### src/rtl/hseq_pkg.sv
package hseq_pkg;
  localparam int CmdW = 3;
  localparam int PhaseW = 3;
  localparam int MuW = 4;
  localparam int CodeW = 2;

  localparam logic [CmdW-1:0] CmdNone    = 3'd0;
  localparam logic [CmdW-1:0] CmdStart   = 3'd1;
  localparam logic [CmdW-1:0] CmdProcess = 3'd2;
  localparam logic [CmdW-1:0] CmdManual  = 3'd3;
  localparam logic [CmdW-1:0] CmdDone    = 3'd4;

  localparam logic [MuW-1:0] MuTrue = 4'b0110;

  localparam logic [1:0] ModeFixed = 2'd0;
  localparam logic [1:0] ModeXof   = 2'd2;
  localparam logic [1:0] ModeCxof  = 2'd3;

  localparam logic [2:0] Str128 = 3'd0;
  localparam logic [2:0] Str224 = 3'd1;
  localparam logic [2:0] Str256 = 3'd2;
  localparam logic [2:0] Str384 = 3'd3;
  localparam logic [2:0] Str512 = 3'd4;

  localparam logic [CodeW-1:0] ErrSeq    = 2'd0;
  localparam logic [CodeW-1:0] ErrMode   = 2'd1;
  localparam logic [CodeW-1:0] ErrPrefix = 2'd2;
  localparam logic [CodeW-1:0] ErrEntr   = 2'd3;

  typedef enum logic [PhaseW-1:0] {
    PhIdle    = 3'd0,
    PhFeed    = 3'd1,
    PhProc    = 3'd2,
    PhAbsorb  = 3'd3,
    PhSqueeze = 3'd4,
    PhTerm    = 3'd5
  } phase_e;

  typedef struct packed {
    logic inIdle;
    logic startEdge;
    logic seqErr;
  } ctrl_strb_t;
endpackage

### src/rtl/hseq_dp.sv
module hseq_dp
  import hseq_pkg::*;
#(
  parameter int PrefixW = 48,
  parameter logic [PrefixW-1:0] MacPrefix = 48'h43414D4B2001
) (
  input  logic               clk,
  input  logic               rstN,
  input  ctrl_strb_t         strb,
  input  logic [1:0]         hashMode,
  input  logic [2:0]         hashStrength,
  input  logic               macEn,
  input  logic [PrefixW-1:0] custPrefix,
  input  logic               allowUnsupported,
  input  logic               entropyPulse,
  input  logic               errProcessed,
  output logic               blockCmd,
  output logic               errValid,
  output logic [CodeW-1:0]   errCode
);
  logic entReady;
  logic modeOk;
  logic modeErr;
  logic prefixErr;
  logic entErr;
  logic anyErr;
  logic [CodeW-1:0] codeD;
  logic errValidQ;
  logic [CodeW-1:0] errCodeQ;

  always_comb begin
    modeOk = ((hashMode == ModeFixed) &&
              (hashStrength inside {Str224, Str256, Str384, Str512})) ||
             (((hashMode == ModeXof) || (hashMode == ModeCxof)) &&
              (hashStrength inside {Str128, Str256}));
    modeErr   = strb.startEdge && !modeOk;
    prefixErr = strb.startEdge && macEn && (custPrefix != MacPrefix);
    entErr    = strb.startEdge && macEn && !entReady;
    anyErr    = strb.seqErr || modeErr || prefixErr || entErr;
    blockCmd  = strb.seqErr || (modeErr && !allowUnsupported) || entErr;
  end

  always_comb begin
    if (strb.seqErr)   codeD = ErrSeq;
    else if (modeErr)  codeD = ErrMode;
    else if (prefixErr) codeD = ErrPrefix;
    else               codeD = ErrEntr;
  end

  always_ff @(posedge clk or negedge rstN) begin
    if (!rstN)                            entReady <= 1'b0;
    else if (errProcessed)                entReady <= 1'b0;
    else if (entropyPulse && strb.inIdle) entReady <= 1'b1;
  end

  always_ff @(posedge clk or negedge rstN) begin
    if (!rstN) begin
      errValidQ <= 1'b0;
      errCodeQ  <= ErrSeq;
    end else begin
      errValidQ <= anyErr;
      errCodeQ  <= anyErr ? codeD : ErrSeq;
    end
  end

  assign errValid = errValidQ;
  assign errCode  = errCodeQ;

  a_r9_seq_first: assert property (@(posedge clk) disable iff (!rstN)
    strb.seqErr |=> (errValidQ && errCodeQ == ErrSeq));
  a_r8_flag_set: assert property (@(posedge clk) disable iff (!rstN)
    (entropyPulse && strb.inIdle && !errProcessed) |=> entReady);
  a_r8_flag_clr: assert property (@(posedge clk) disable iff (!rstN)
    errProcessed |=> !entReady);
  a_r6_block_mode: assert property (@(posedge clk) disable iff (!rstN)
    (strb.startEdge && !modeOk && !allowUnsupported) |-> blockCmd);
  a_r10_strobe_follows: assert property (@(posedge clk) disable iff (!rstN)
    !anyErr |=> !errValidQ);
endmodule

### config.mk
export PLATFORM = sky130hd
export DESIGN_NAME = hseq_dp
export DESIGN_NICKNAME = d
export VERILOG_FILES = /design/src/rtl/hseq_pkg.sv /design/src/rtl/hseq_dp.sv
export SDC_FILE = /design/constraint.sdc
export NUM_CORES = 1
export LEC_CHECK = 0
export BUFFER_PORTS_ARGS = -buffer_cell sky130_fd_sc_hd__buf_4
export CAP_MARGIN = 30
export CORE_UTILIZATION = 27
export CTS_BUF_LIST = sky130_fd_sc_hd__clkbuf_8
export CTS_CLUSTER_DIAMETER = 50
export DETAILED_ROUTE_END_ITERATION = 16
export PLACE_DENSITY_LB_ADDON = 0.25
export SLEW_MARGIN = 20
export SYNTH_ARGS = -nofsm -noshare
export SYNTH_HDL_FRONTEND = slang
export SYNTH_SLANG_ARGS = --single-unit
### constraint.sdc
create_clock -name clk -period 1 [get_ports clk]
set_input_delay 0.1 -clock clk [delete_from_list [all_inputs] [get_ports clk]]
set_output_delay 0.1 -clock clk [all_outputs]
set_load 0.005 [all_outputs]
# Yosys cells after proc, flatten, opt, wreduce, memory -nomap -nowiden
# Index checks and enable logic that the tools add are counted.
# word_totals
ff_bits	4
latchBits	0
ram_bits	0
romBits	0
in_bits	62
out_inout_bits	4
elab_cells	39
memories	0
# op_classes
addsub	0
mul	0
div_mod_pow	0
n_lt_le_gt_ge	0
n_eq_ne	7
n_shift	0
n_mux	6
n_bitwise	0
n_reduce_logical	23
# ops
op	count
inequality test 48 x 47 -> 1 bit (second input constant)	1
logical AND 1 bit	8
logical OR 1 bit	7
equality test 3 x 2 -> 1 bit (second input constant)	2
two-way mux 2 bit	3
equality test 2 bit (second input constant)	2
nonzero test 2 bit	2
nonzero test 4 bit	1
equality test 3 x 1 -> 1 bit (second input constant)	1
equality test 3 bit (second input constant)	1
zero test 1 bit	3
zero test 3 bit	1
two-way mux 1 bit	3
zero test 2 bit	1

# Logic depth before layout (Yosys ltp)
# Gate-level depths: netlist of run 1.
# depth
word_depth	10
mapped_depth	4
depth_no_buf	4

# Least setup slack after synthesis of run 1
# No wires, ideal clock.
# synth_timing
kind	input-to-reg
from	in custPrefix[34]
to	reg errCodeQ[1] (netlist: errCode[1])
setup_ns	0.130
t_arrival_ns	0.877
t_required_ns	0.870
slack_ns	-0.007
cell_stages	4
n_path_buf	0
cell_sequence	nor4_1 -> nand4_1 -> nor4_2 -> nor4b_2
# synth_via
elab_chain_cells	5
# synth_rtl
element	line	rtl
start, declared	hseq_dp.sv:13	input logic [PrefixW-1:0] custPrefix,
inequality test 48 x 47 -> 1 bit	hseq_dp.sv:37	prefixErr = strb.startEdge && macEn && (custPrefix != MacPrefix);
logical AND 1 bit	hseq_dp.sv:37	
logical OR 1 bit (2 in series)	hseq_dp.sv:39	anyErr = strb.seqErr || modeErr || prefixErr || entErr;
two-way mux 2 bit	hseq_dp.sv:62	errCodeQ <= anyErr ? codeD : ErrSeq;
end signal, assigned	hseq_dp.sv:59	errCodeQ <= ErrSeq;
end signal, assigned	hseq_dp.sv:62	
end, declared	hseq_dp.sv:29	logic [CodeW-1:0] errCodeQ;
# No other way between the ends.
# A chain may end at the register's enable or synchronous reset.

# Worst setup path in the final report of run 1
# layout_timing
from	in hashStrength[1]
to	out blockCmd
# layout_via
elab_chain_cells	9
word_cells_on_any_way	15
cone_classes	eq/ne (4); reduce/logical (11)
# layout_rtl
element	line	rtl
start, declared	hseq_dp.sv:11	input logic [2:0] hashStrength,
equality test 3 x 1 -> 1 bit, or another cell as far along	hseq_dp.sv:33	(hashStrength inside {Str224, Str256, Str384, Str512})) ||
nonzero test 4 bit or nonzero test 2 bit (tied branches)	hseq_dp.sv:33, hseq_dp.sv:35	
logical AND 1 bit (on tied branches)	hseq_dp.sv:32, hseq_dp.sv:34	
logical OR 1 bit (*)	hseq_dp.sv:33	
zero test 1 bit (*)	hseq_dp.sv:36	modeErr = strb.startEdge && !modeOk;
logical AND 1 bit (*)	hseq_dp.sv:36	
logical AND 1 bit (*)	hseq_dp.sv:40	blockCmd = strb.seqErr || (modeErr && !allowUnsupported) || entErr;
logical OR 1 bit (*) (2 in series)	hseq_dp.sv:40	
end, declared	hseq_dp.sv:17	output logic blockCmd,
# Every way passes the cells marked *; elsewhere a longest branch is shown, timed or not.

==> out/summary.txt, run 1 <==
===============================================================================================
Total design power                                                                       841 uW
Number of enable-type register cells in the synthesized netlist                               0
Met3 WL                                                                                  136 um
Total nets after synthesis                                                                  100
Highest metal layer with signal wires                                                      met4
Worst Setup Slack post-DPL                                                            -0.268 ns
Post-route cell area                                                                0.00105 mm2
Proportion of synthesized flip-flops having asynchronous set or reset                      100%
Commonest cells in the synthesized netlist                                         4 x sky130_fd_sc_hd__dfrtp_1, 4 x sky130_fd_sc_hd__nor4b_1, 4 x sky130_fd_sc_hd__nor4b_2
DR vias                                                                                     638
Cell depth of the worst flop-to-flop path                                                     3
Worst hold margin                                                                     0.0235 ns
Routed len/inst                                                                         14.1 um
Antenna violations before repair                                                              0
Final weighted congestion in routability-driven placement                                 0.639
TritonCTS clock tree                                                                        yes
Destination of the critical timing path                                                blockCmd
Number of warnings reported in the yosys synthesis log                                        0
Max_cap viols                                                                                 0
Share of the clock period used by the worst path after layout                              113%
RSZ-0062 raised after global routing                                                       true
Detailed-route DRC error count                                                                0
Top FF cell, synth                                                                 sky130_fd_sc_hd__dfrtp_1
DR iter-0 viols                                                                               4
DIE WIDTH                                                                               39.4 um
Xor and xnor area share after synthesis                                                      0%
NumNets Final                                                                               174
Mapped Area                                                                             378 um2
Starting density of the core                                                              29.0%
Pins Over Slew Limit                                                                          0
Top cell type by total area after synthesis                                        sky130_fd_sc_hd__dfrtp_1
Register area share after synthesis                                                       26.5%
Vertical extent of the die                                                              39.4 um
Vias per Instance                                                                          5.10
Fraction of synthesized area in multiplexers                                                 0%
Number of non-filler instances in the completed layout                                      125
Crit Reg-Reg Startpoint                                                                entReady
Worst setup path class                                                             primary input to output pin
Via count of the first global-routing pass                                                  589
Boundary pin count                                                                           66
Total power per unit cell area                                                       802 mW/mm2
Source-to-sink clock delay at the later pin of the worst-skew pair                      0.23 ns
Setup Viol. Count Final                                                                       1
Total gr overflow                                                                             0
Count of buffers from port buffering                                                         65
Clock sink count                                                                              4
Static Leakage                                                                      0.000491 uW
Reg-to-reg setup timing slack                                                           0.12 ns
Relative slew margins                                                                     81.3%
Violations in the final reports                                                    setup timing
Total Routed Length                                                                     1760 um
Distinct cell type count after synthesis                                                     20
Worst-path fanout max                                                                         2
Top achievable clock speed                                                              884 MHz
Final Hold Vio Count                                                                          0
Time the worst path needs with I/O delays and setup                                     1.13 ns
Number of antenna cells inserted                                                              0
Area of the die                                                                     0.00155 mm2
Largest family of logic cells by synthesized area                                  simple AND/OR/NAND/NOR gates
Area share of and/or/nand/nor cells after synthesis                                       57.3%
TritonRoute pass-1 iters                                                                      3
Remaining antenna violation count                                                             0
Crit start category                                                                primary input
Worst path arrival time                                                                 1.03 ns
Data required time at the worst endpoint                                                0.90 ns
Area added between synthesis and finish                                                    177%
Largest net degree at the start of global routing                                             5
Compound-Gate Fraction of Synth Area                                                      14.2%
Worst setup slack after layout                                                        -0.131 ns
Max Root-Sink Buffers                                                                         2
Worst reg2reg endpoint                                                               errCode[0]
Transition time of the tightest slew-check pin                                         0.277 ns
Deepest level of the CTS H-tree                                                               1
Placed cell area                                                                        900 um2
Total GRT Usage                                                                           20.9%
Status                                                                             complete, but fails checks
Share of Yosys cell area claimed by the top area cell type                                26.5%
Detailed Place HPWL                                                                     1320 um
Routed length on met2                                                                   1080 um
Instance count after placement with tap cells included                                      120
Row count                                                                                    13
Clock input transition at the sequential cells of the worst setup and hold paths        0.03 ns
Largest clock skew in the final design                                               0.00562 ns
Kind of end point of the critical path                                               output pin
DRT met1 WL                                                                              479 um
Proportion of layout cells with a drive suffix above 1                                    78.2%
Top area cells in the synthesized netlist                                          sky130_fd_sc_hd__dfrtp_1 26%, sky130_fd_sc_hd__nor4b_2 16%, sky130_fd_sc_hd__nor4b_1 9.3%, sky130_fd_sc_hd__and4b_1 7.9%, sky130_fd_sc_hd__nand4_1 5.0%
Syn Area/Cell                                                                          9.94 um2
Adder and majority cell fraction of the synthesized area                                     0%
Core outline area                                                                   0.00130 mm2
Root cell of the clock tree                                                        sky130_fd_sc_hd__clkbuf_8
Post-Syn Instances                                                                           38
Inserted Clock Buffers                                                                        3
Max rail drop VDD                                                                      0.464 mV
Post-synthesis register bit count                                                             4
Global-route wire length before repair                                                  2080 um
Crit path launch                                                                   hashStrength[1]
Worst Hold Class                                                                   primary input to flip-flop
===============================================================================================
placed cells by master (no fill, tap or decap):
| cell type | Yosys | layout |
|---|---|---|
| sky130_fd_sc_hd__nor4b_2 | 4 | 5 |
| sky130_fd_sc_hd__o21ai_1 | 0 | 1 |
| sky130_fd_sc_hd__inv_1 | 2 | 1 |
| sky130_fd_sc_hd__a31oi_1 | 2 | 2 |
| sky130_fd_sc_hd__nor4_4 | 0 | 1 |
| sky130_fd_sc_hd__nor3_1 | 1 | 1 |
| sky130_fd_sc_hd__nor4b_4 | 0 | 2 |
| sky130_fd_sc_hd__or2_0 | 1 | 1 |
| sky130_fd_sc_hd__o2bb2ai_1 | 1 | 1 |
| sky130_fd_sc_hd__nor4_2 | 1 | 3 |
| sky130_fd_sc_hd__a21oi_1 | 1 | 1 |
| sky130_fd_sc_hd__nor2_1 | 1 | 1 |
| sky130_fd_sc_hd__and4b_1 | 3 | 3 |
| sky130_fd_sc_hd__dlygate4sd3_1 | 0 | 1 |
| sky130_fd_sc_hd__or2b_2 | 1 | 1 |
| sky130_fd_sc_hd__inv_2 | 0 | 1 |
| sky130_fd_sc_hd__clkbuf_8 | 0 | 3 |
| sky130_fd_sc_hd__buf_4 | 0 | 61 |
| sky130_fd_sc_hd__nand4_1 | 3 | 3 |
| sky130_fd_sc_hd__o221ai_2 | 1 | 1 |
| sky130_fd_sc_hd__nor3_2 | 1 | 1 |
| sky130_fd_sc_hd__nand2_1 | 2 | 2 |
| sky130_fd_sc_hd__nor4b_1 | 4 | 1 |
| sky130_fd_sc_hd__o211ai_1 | 1 | 1 |
| sky130_fd_sc_hd__buf_6 | 0 | 7 |
| sky130_fd_sc_hd__dfrtp_1 | 4 | 4 |
area by class of cell:
type	count	area [um2]
fill	87	253
multi-input combinational	32	334
sequential	4	100
tap	15	18.8
inverter	2	7.51
clock buffer	3	41.3
timing repair buffer	69	547
power by group:
part           switching (uW)  internal, uW
clock                    94.8           257
combinational            94.0           220
sequential               3.37           172
stage by stage:
step,setup TNS [ns],util [%]
2_1_floorplan,-0.00493,-
3_3_place_gp,-0.684,69.1
3_5_place_dp,-0.823,69.1
4_1_cts,-0.160,74.2
5_1_grt,-0.319,80.6
6_report,-0.131,80.6
state kept, by name (all words and copies together), names as in the netlist:
name	count
errValid	1
entReady	1
errCode	2
metal layers:
layer  GRT usage, %  up-vias
met5              0        -
met4           15.5        0
met3           5.11        7
met2           43.4       33
met1           15.3      287
li1               -      311
worst min-delay path by stage:
stage,start,end,slack [ns],cells past startpoint
after global placement,rstN,errCode[0],-0.10,1
after global routing,errProcessed,entReady,0.02,2
after CTS,errProcessed,entReady,0.02,2
after floorplan,rstN,entReady,-0.20,0
after detailed placement,rstN,errCode[0],-0.10,1
final,errProcessed,entReady,0.02,2
logic make-up (layout without fill, tap and decap cells):
kind of cell	Yosys count	after routing
compound gates	7	7
simple gates	25	25
flops	4	4
buf+inv	2	74
critical path: stages:
cell and delay [ns]:
sky130_fd_sc_hd__buf_6 0.09, sky130_fd_sc_hd__or2_0 0.20, sky130_fd_sc_hd__a31oi_1 0.21, sky130_fd_sc_hd__o221ai_2 0.15, sky130_fd_sc_hd__o21ai_1 0.16, sky130_fd_sc_hd__buf_4 0.13
timing repair:
item,4_1_cts,5_1_grt
setup buffers,1,0
hold buffers,1,0
hold endpoints to repair,4,0
pin swaps,5,8
resized for setup,3,15
endpoints found under the setup margin,1,4
Power figures use the tool's default switching activity.
==> run 2, diff against run 1 <==
--- a/config.mk
+++ b/config.mk
@@ -5,9 +5,10 @@
 export SDC_FILE = /design/constraint.sdc
 export NUM_CORES = 1
 export LEC_CHECK = 0
+export ABC_AREA = 1
 export BUFFER_PORTS_ARGS = -buffer_cell sky130_fd_sc_hd__buf_4
 export CAP_MARGIN = 30
-export CORE_UTILIZATION = 27
+export CORE_UTILIZATION = 32
 export CTS_BUF_LIST = sky130_fd_sc_hd__clkbuf_8
 export CTS_CLUSTER_DIAMETER = 50
 export DETAILED_ROUTE_END_ITERATION = 16
==> run 2 against run 1 <==
Global-route usage fell by 0.58 points. Cell count rose by 49%. Critical path depth fell by 2. Clock power fell by 1%. Sequential power barely moved. Synthesized area rose by 32%. The run still ends with setup timing left. Largest cell class unchanged. Power rose by 0.30%. Utilization fell by 1.5 points.
==> out/summary.txt, run 2 <==
===============================================================================================
Status                                                                             complete, but fails checks
Violations in the final reports                                                    setup timing
Worst setup path class                                                             flip-flop to output pin
Root cell of the clock tree                                                        sky130_fd_sc_hd__clkbuf_8
Worst setup slack after layout                                                       -0.0763 ns   +0.0548 ns
Highest metal layer with signal wires                                                      met4
Setup Viol. Count Final                                                                       1   unchanged
Top achievable clock speed                                                              929 MHz   +5.1%
Number of antenna cells inserted                                                              0   unchanged
Total power per unit cell area                                                       781 mW/mm2   -2.7%
Worst Hold Class                                                                   primary input to flip-flop
Most frequent standard cell in the layout excluding fill and tap cells             sky130_fd_sc_hd__buf_4
Register area share after synthesis                                                       20.1%   -6.4 points
Time the worst path needs with I/O delays and setup                                     1.08 ns   -0.0548 ns
Largest clock skew in the final design                                              0.000515 ns   -0.00510 ns
Total gr overflow                                                                             0   unchanged
Post-Syn Instances                                                                           99   +160%
RSZ-0062 raised after global routing                                                       true
Clock sink count                                                                              4   unchanged
DRT met1 WL                                                                              574 um   +20%
Commonest cells in the synthesized netlist                                         31 x sky130_fd_sc_hd__inv_1, 31 x sky130_fd_sc_hd__nand2_1, 22 x sky130_fd_sc_hd__nor2_1
Flip-flop count of the largest register, all copies and words added                           2   unchanged
Top FF cell, synth                                                                 sky130_fd_sc_hd__dfrtp_1
Largest net degree at the start of global routing                                             5   unchanged
TritonCTS clock tree                                                                        yes
Syn Area/Cell                                                                          5.03 um2   -49%
Global-route wire length before repair                                                  2800 um   +34%
Boundary pin count                                                                           66   unchanged
Worst-path fanout max                                                                         2   unchanged
Antenna violations before repair                                                              0   unchanged
Vias per Instance                                                                          4.26   -16%
Total GRT Usage                                                                           20.4%   -0.58 points
Commonest non-fill, non-tap cells in the layout                                    68 x sky130_fd_sc_hd__buf_4, 31 x sky130_fd_sc_hd__nand2_1, 30 x sky130_fd_sc_hd__inv_1
Routed len/inst                                                                         8.82 um   -37%
Share of Yosys cell area claimed by the top area cell type                                23.4%   -3.1 points
Number of warnings reported in the yosys synthesis log                                        0   unchanged
Mapped Area                                                                             498 um2   +32%
Post-synthesis register bit count                                                             4   unchanged
Number of enable-type register cells in the synthesized netlist                               0   unchanged
Count of buffers from port buffering                                                         65   unchanged
Share of the clock period used by the worst path after layout                              108%   -5.5 points
Distinct cell type count after synthesis                                                     13   -35%
Post-route cell area                                                                0.00108 mm2   +3.1%
Worst path arrival time                                                                 0.98 ns   -0.05 ns
Placed cell area                                                                    0.00100 mm2   +12%
DR iter-0 viols                                                                              10   +6
NumNets Final                                                                               235   +35%
Proportion of synthesized flip-flops having asynchronous set or reset                      100%   unchanged
Share of the core filled with cells in the final layout                                   79.1%   -1.5 points
Crit start category                                                                   flip-flop
Starting density of the core                                                              36.4%   +7.4 points
Via count of the first global-routing pass                                                  765   +30%
Detailed-route DRC error count                                                                0   unchanged
Total nets after synthesis                                                                  161   +61%
Area of the die                                                                     0.00172 mm2   +11%
Worst hold margin                                                                     0.0335 ns   +0.0100 ns
Max rail drop VDD                                                                      0.860 mV   +85%
Kind of end point of the critical path                                               output pin
Data required time at the worst endpoint                                                0.90 ns   about the same
Vertical extent of the die                                                              41.5 um   +5.2%
Clock input transition at the sequential cells of the worst setup and hold paths        0.03 ns   about the same
Met3 WL                                                                                  151 um   +11%
Total Routed Length                                                                     1640 um   -6.7%
Routed length on met2                                                                    878 um   -19%
Remaining antenna violation count                                                             0   unchanged
Final weighted congestion in routability-driven placement                                 0.781   +22%
Pins Over Slew Limit                                                                          0   unchanged
Detailed Place HPWL                                                                     1370 um   +3.7%
Source-to-sink clock delay at the later pin of the worst-skew pair                      0.22 ns   about the same
Max_cap viols                                                                                 0   unchanged
DIE WIDTH                                                                               41.5 um   +5.2%
TritonRoute pass-1 iters                                                                      4   +1
Row count                                                                                    13   unchanged
Transition time of the tightest slew-check pin                                         0.182 ns   -0.0942 ns
Top area cells in the synthesized netlist                                          sky130_fd_sc_hd__inv_1 23%, sky130_fd_sc_hd__nand2_1 23%, sky130_fd_sc_hd__dfrtp_1 20%, sky130_fd_sc_hd__nor2_1 17%, sky130_fd_sc_hd__a21boi_4 3.8%
Max Root-Sink Buffers                                                                         2   unchanged
Static Leakage                                                                      0.000681 uW   +39%
Relative slew margins                                                                     87.8%   +6.5 points
Core outline area                                                                   0.00137 mm2   +5.0%
Total design power                                                                       844 uW   +0.30%
Top cell type by total area after synthesis                                        sky130_fd_sc_hd__inv_1
Proportion of layout cells with a drive suffix above 1                                    45.0%   -33 points
DR vias                                                                                     793   +24%
Final Hold Vio Count                                                                          0   unchanged
Deepest level of the CTS H-tree                                                               1   unchanged
Area added between synthesis and finish                                                    117%
Inserted Clock Buffers                                                                        3   unchanged
===============================================================================================
-- run 2: cell types whose count changed after synthesis, sizes merged, moves of 3 or more --
cell   change
inv       +29
and4b      -3
nor4       -4
nor4b      -8
nand2     +30
nor2      +22
-- run 2: final timing paths --
check	depth (start not counted)	from	slack [ns]	endpoint
max in group asynchronous	2	rstN	0.66	entReady
setup reg to reg	6	entReady	0.06	errCode[0]
min in group asynchronous	2	rstN	0.24	errValid
hold reg to reg	3	entReady	0.61	entReady
hold / removal	2	errProcessed	0.03	entReady
setup / recovery	4	entReady	-0.08	blockCmd
-- run 2: logic make-up (layout without fill, tap and decap cells) --
family,Yosys count,count (layout),share of synthesized area [%]
AO/OA/AOI/OAI,5,5,9.05
buffers and inverters,31,103,23.4
flip-flops,4,4,20.1
XOR/XNOR,1,1,1.76
AND/OR/NAND/NOR,58,58,45.7
-- run 2: area by class of cell --
class | instances | area [um2]
Timing Repair Buffer | 69 | 520
Fill cell | 108 | 285
Multi-Input combinational cell | 64 | 284
Inverter | 31 | 116
Sequential cell | 4 | 100
Clock buffer | 3 | 41.3
Tap cell | 15 | 18.8
-- run 2: power by group --
group,internal (uW),switching (uW)
clock network,257,90.3
logic,215,104
registers,174,3.88
-- run 2: timing repair --
item | in CTS | in global routing
hold buffers | 1 | 0
setup buffers | 2 | 1
setup endpoints to repair | 1 | 2
pin swaps | 1 | 2
resized for setup | 2 | 0
hold endpoints to repair | 4 | 0
-- run 2: critical path, cell delays in order, from the launching register on --
cell and delay (ns):
sky130_fd_sc_hd__dfrtp_1 0.37, sky130_fd_sc_hd__nor2_2 0.12, sky130_fd_sc_hd__inv_2 0.05, sky130_fd_sc_hd__o211ai_1 0.08, sky130_fd_sc_hd__buf_4 0.14
-- run 2: through the flow --
step	TNS, ns	worst slack [ns]	instances
2_1_floorplan	0	0.173	99
3_3_place_gp	0	0.0570	179
3_5_place_dp	0	0.0385	179
4_1_cts	-0.0774	-0.0774	185
5_1_grt	-0.128	-0.121	186
6_report	-0.0763	-0.0763	186
-- run 2: routing by layer --
metal,vias up,GRT usage (%)
li1,422,-
met1,321,19.5
met2,44,40.3
met3,6,5.65
met4,0,7.10
met5,-,0
==> run 3, diff against run 2 <==
--- a/config.mk
+++ b/config.mk
@@ -8,7 +8,10 @@
 export ABC_AREA = 1
 export BUFFER_PORTS_ARGS = -buffer_cell sky130_fd_sc_hd__buf_4
 export CAP_MARGIN = 30
-export CORE_UTILIZATION = 32
+export CELL_PAD_IN_SITES_DETAIL_PLACEMENT = 1
+export CELL_PAD_IN_SITES_GLOBAL_PLACEMENT = 1
+export CORE_MARGIN = 2
+export CORE_UTILIZATION = 17
 export CTS_BUF_LIST = sky130_fd_sc_hd__clkbuf_8
 export CTS_CLUSTER_DIAMETER = 50
 export DETAILED_ROUTE_END_ITERATION = 16
==> run 3 against run 2 <==
The run still ends with setup timing left. Routed wire length is 19% higher. Clock skew is 0.0016 ns higher. Highest routed layer unchanged. Largest power group unchanged. Via count up 1.8%.
==> out/summary.txt, run 3 (synthesized netlist as in run 2, its figures left out) <==
===============================================================================================
Clock sink count                                                                              4   unchanged
Crit path launch                                                                       entReady
Worst path arrival time                                                                 0.99 ns   about the same
Kind of end point of the critical path                                               output pin
Instance count after placement with tap cells included                                      195   +8.9%
Worst setup path class                                                             flip-flop to output pin
Number of non-filler instances in the completed layout                                      201   +8.1%
Slowest cell on the critical path                                                  sky130_fd_sc_hd__dfrtp_1
Flip-flop count of the largest register, all copies and words added                           2   unchanged
Status                                                                             complete, but fails checks
Proportion of layout cells with a drive suffix above 1                                    44.7%   -0.32 points
Worst setup slack after layout                                                       -0.0944 ns   -0.0181 ns
Row count                                                                                    19   +6
Total gr overflow                                                                             0   unchanged
Largest net degree at the start of global routing                                             5   unchanged
Area of the die                                                                     0.00338 mm2   +97%
Vertical extent of the die                                                              58.1 um   +40%
Clock input transition at the sequential cells of the worst setup and hold paths        0.03 ns   about the same
Total Routed Length                                                                     1950 um   +19%
Starting density of the core                                                              17.9%   -19 points
CP Buf/Inv Count                                                                              2   unchanged
Max_cap viols                                                                                 0   unchanged
Remaining antenna violation count                                                             0   unchanged
# fillers                                                                                   391   +260%
Root cell of the clock tree                                                        sky130_fd_sc_hd__clkbuf_8
Static Leakage                                                                      0.000676 uW   -0.76%
Count of buffers from port buffering                                                         65   unchanged
Crit start category                                                                   flip-flop
Global-route wire length before repair                                                  3210 um   +15%
Deepest level of the CTS H-tree                                                               1   unchanged
Worst Hold Class                                                                   primary input to flip-flop
Area added between synthesis and finish                                                    120%
Routed len/inst                                                                         9.69 um   +9.8%
Worst hold margin                                                                     0.0407 ns   +0.00717 ns
Core outline area                                                                   0.00278 mm2   +100%
RSZ-0062 raised after global routing                                                       true
Final Hold Vio Count                                                                          0   unchanged
Top achievable clock speed                                                              914 MHz   -1.7%
Source-to-sink clock delay at the later pin of the worst-skew pair                      0.22 ns   about the same
Total GRT Usage                                                                           12.3%   -8.1 points
Worst-path fanout max                                                                         2   unchanged
Largest delay contributor family on the critical path                                flip-flops
TritonCTS clock tree                                                                        yes
Crit path cell chain                                                               nor2_2, inv_2, o211ai_1, buf_4
Worst Setup Slack post-DPL                                                           0.00721 ns   -0.0313 ns
Setup Viol. Count Final                                                                       1   unchanged
Number of antenna cells inserted                                                              0   unchanged
Share of the clock period used by the worst path after layout                              109%   +1.8 points
Largest clock skew in the final design                                               0.00214 ns   +0.00163 ns
DR vias                                                                                     807   +1.8%
Inserted Clock Buffers                                                                        3   unchanged
Detailed-route DRC error count                                                                0   unchanged
Source of the worst hold timing path                                               errProcessed
Final weighted congestion in routability-driven placement                                 0.653   -16%
Total power per unit cell area                                                       761 mW/mm2   -2.5%
Violations in the final reports                                                    setup timing
DIE WIDTH                                                                               58.1 um   +40%
Max Root-Sink Buffers                                                                         2   unchanged
Commonest non-fill, non-tap cells in the layout                                    67 x sky130_fd_sc_hd__buf_4, 31 x sky130_fd_sc_hd__nand2_1, 30 x sky130_fd_sc_hd__inv_1
Max rail drop VDD                                                                      0.477 mV   -45%
Antenna violations before repair                                                              0   unchanged
Boundary pin count                                                                           66   unchanged
NumNets Final                                                                               234   -0.43%
Data required time at the worst endpoint                                                0.90 ns   about the same
Detailed Place HPWL                                                                     1810 um   +32%
DR iter-0 viols                                                                               6   -4
Via count of the first global-routing pass                                                  869   +14%
Time the worst path needs with I/O delays and setup                                     1.09 ns   +0.0181 ns
Crit Reg-Reg Startpoint                                                                entReady
Transition time of the tightest slew-check pin                                         0.187 ns   +0.00496 ns
Most frequent standard cell in the layout excluding fill and tap cells             sky130_fd_sc_hd__buf_4
Pins Over Slew Limit                                                                          0   unchanged
TritonRoute pass-1 iters                                                                      2   -2
Peak per-stage delay on the critical path                                               0.38 ns   about the same
Relative slew margins                                                                     87.5%   -0.33 points
Vias per Instance                                                                          4.01   -5.8%
===============================================================================================
## run 3: changes by cell type in the layout (fill, tap and decap cells not counted), sizes merged
cell | previous run | this run
buf | 68 | 67
## run 3: per-stage QoR
stage	setup TNS (ns)	total power [uW]	area, um2	util, %
finish	-0.0944	832	1090	39.3
global route	-0.197	893	1090	39.3
CTS	-0.0964	848	1090	39.0
detailed placement	0	490	1020	36.8
global placement	0	477	1020	36.8
floorplan	0	267	498	-
## run 3: report_power, final
| group | switching (uW) | internal [uW] | total [uW] |
|---|---|---|---|
| logic | 106 | 212 | 318 |
| registers | 3.96 | 174 | 178 |
| clock network | 80.5 | 256 | 337 |
## run 3: final cells by class
class	instances	area [um2]	area share (%)
flip-flops and latches	4	100	9.15
repair buffers	68	513	46.9
multi-input cells	64	284	26.0
inverters	31	116	10.6
clock buffers	3	41.3	3.78
well taps	31	38.8	3.55
## run 3: routing by layer
metal | up-vias | part of all wire [%] | wire length (um) | track usage, %
met5 | - | 0 | 0 | 0
met4 | 0 | 1.9 | 37 | 5.98
met3 | 4 | 6.9 | 134 | 2.01
met2 | 35 | 59 | 1160 | 25.6
met1 | 349 | 32 | 619 | 11.1
li1 | 419 | - | - | -
## run 3: what timing repair did
item	in CTS	in global routing
gates resized for setup	2	0
endpoints found under the hold margin	4	0
setup buffers	1	1
hold buffers	1	0
pin swaps	1	2
setup endpoints to repair	1	2
## run 3: path summary, 6_finish.rpt
| kind | slack, ns | to | cells after the start |
|---|---|---|---|
| min in group asynchronous | 0.22 | entReady | 2 |
| hold / removal | 0.04 | entReady | 2 |
| max in group asynchronous | 0.67 | errCode[0] | 2 |
| setup / recovery | -0.09 | blockCmd | 4 |
| setup reg to reg | 0.04 | errCode[0] | 6 |
| hold reg to reg | 0.62 | errValid | 3 |
## run 3: worst reg2reg max path, stage by stage, from the launching register on
cell and delay [ns]:
sky130_fd_sc_hd__dfrtp_1 0.38, sky130_fd_sc_hd__nor2_2 0.13, sky130_fd_sc_hd__inv_2 0.05, sky130_fd_sc_hd__buf_4 0.13, sky130_fd_sc_hd__a21oi_2 0.10, sky130_fd_sc_hd__nand2_1 0.06, sky130_fd_sc_hd__inv_1 0.05
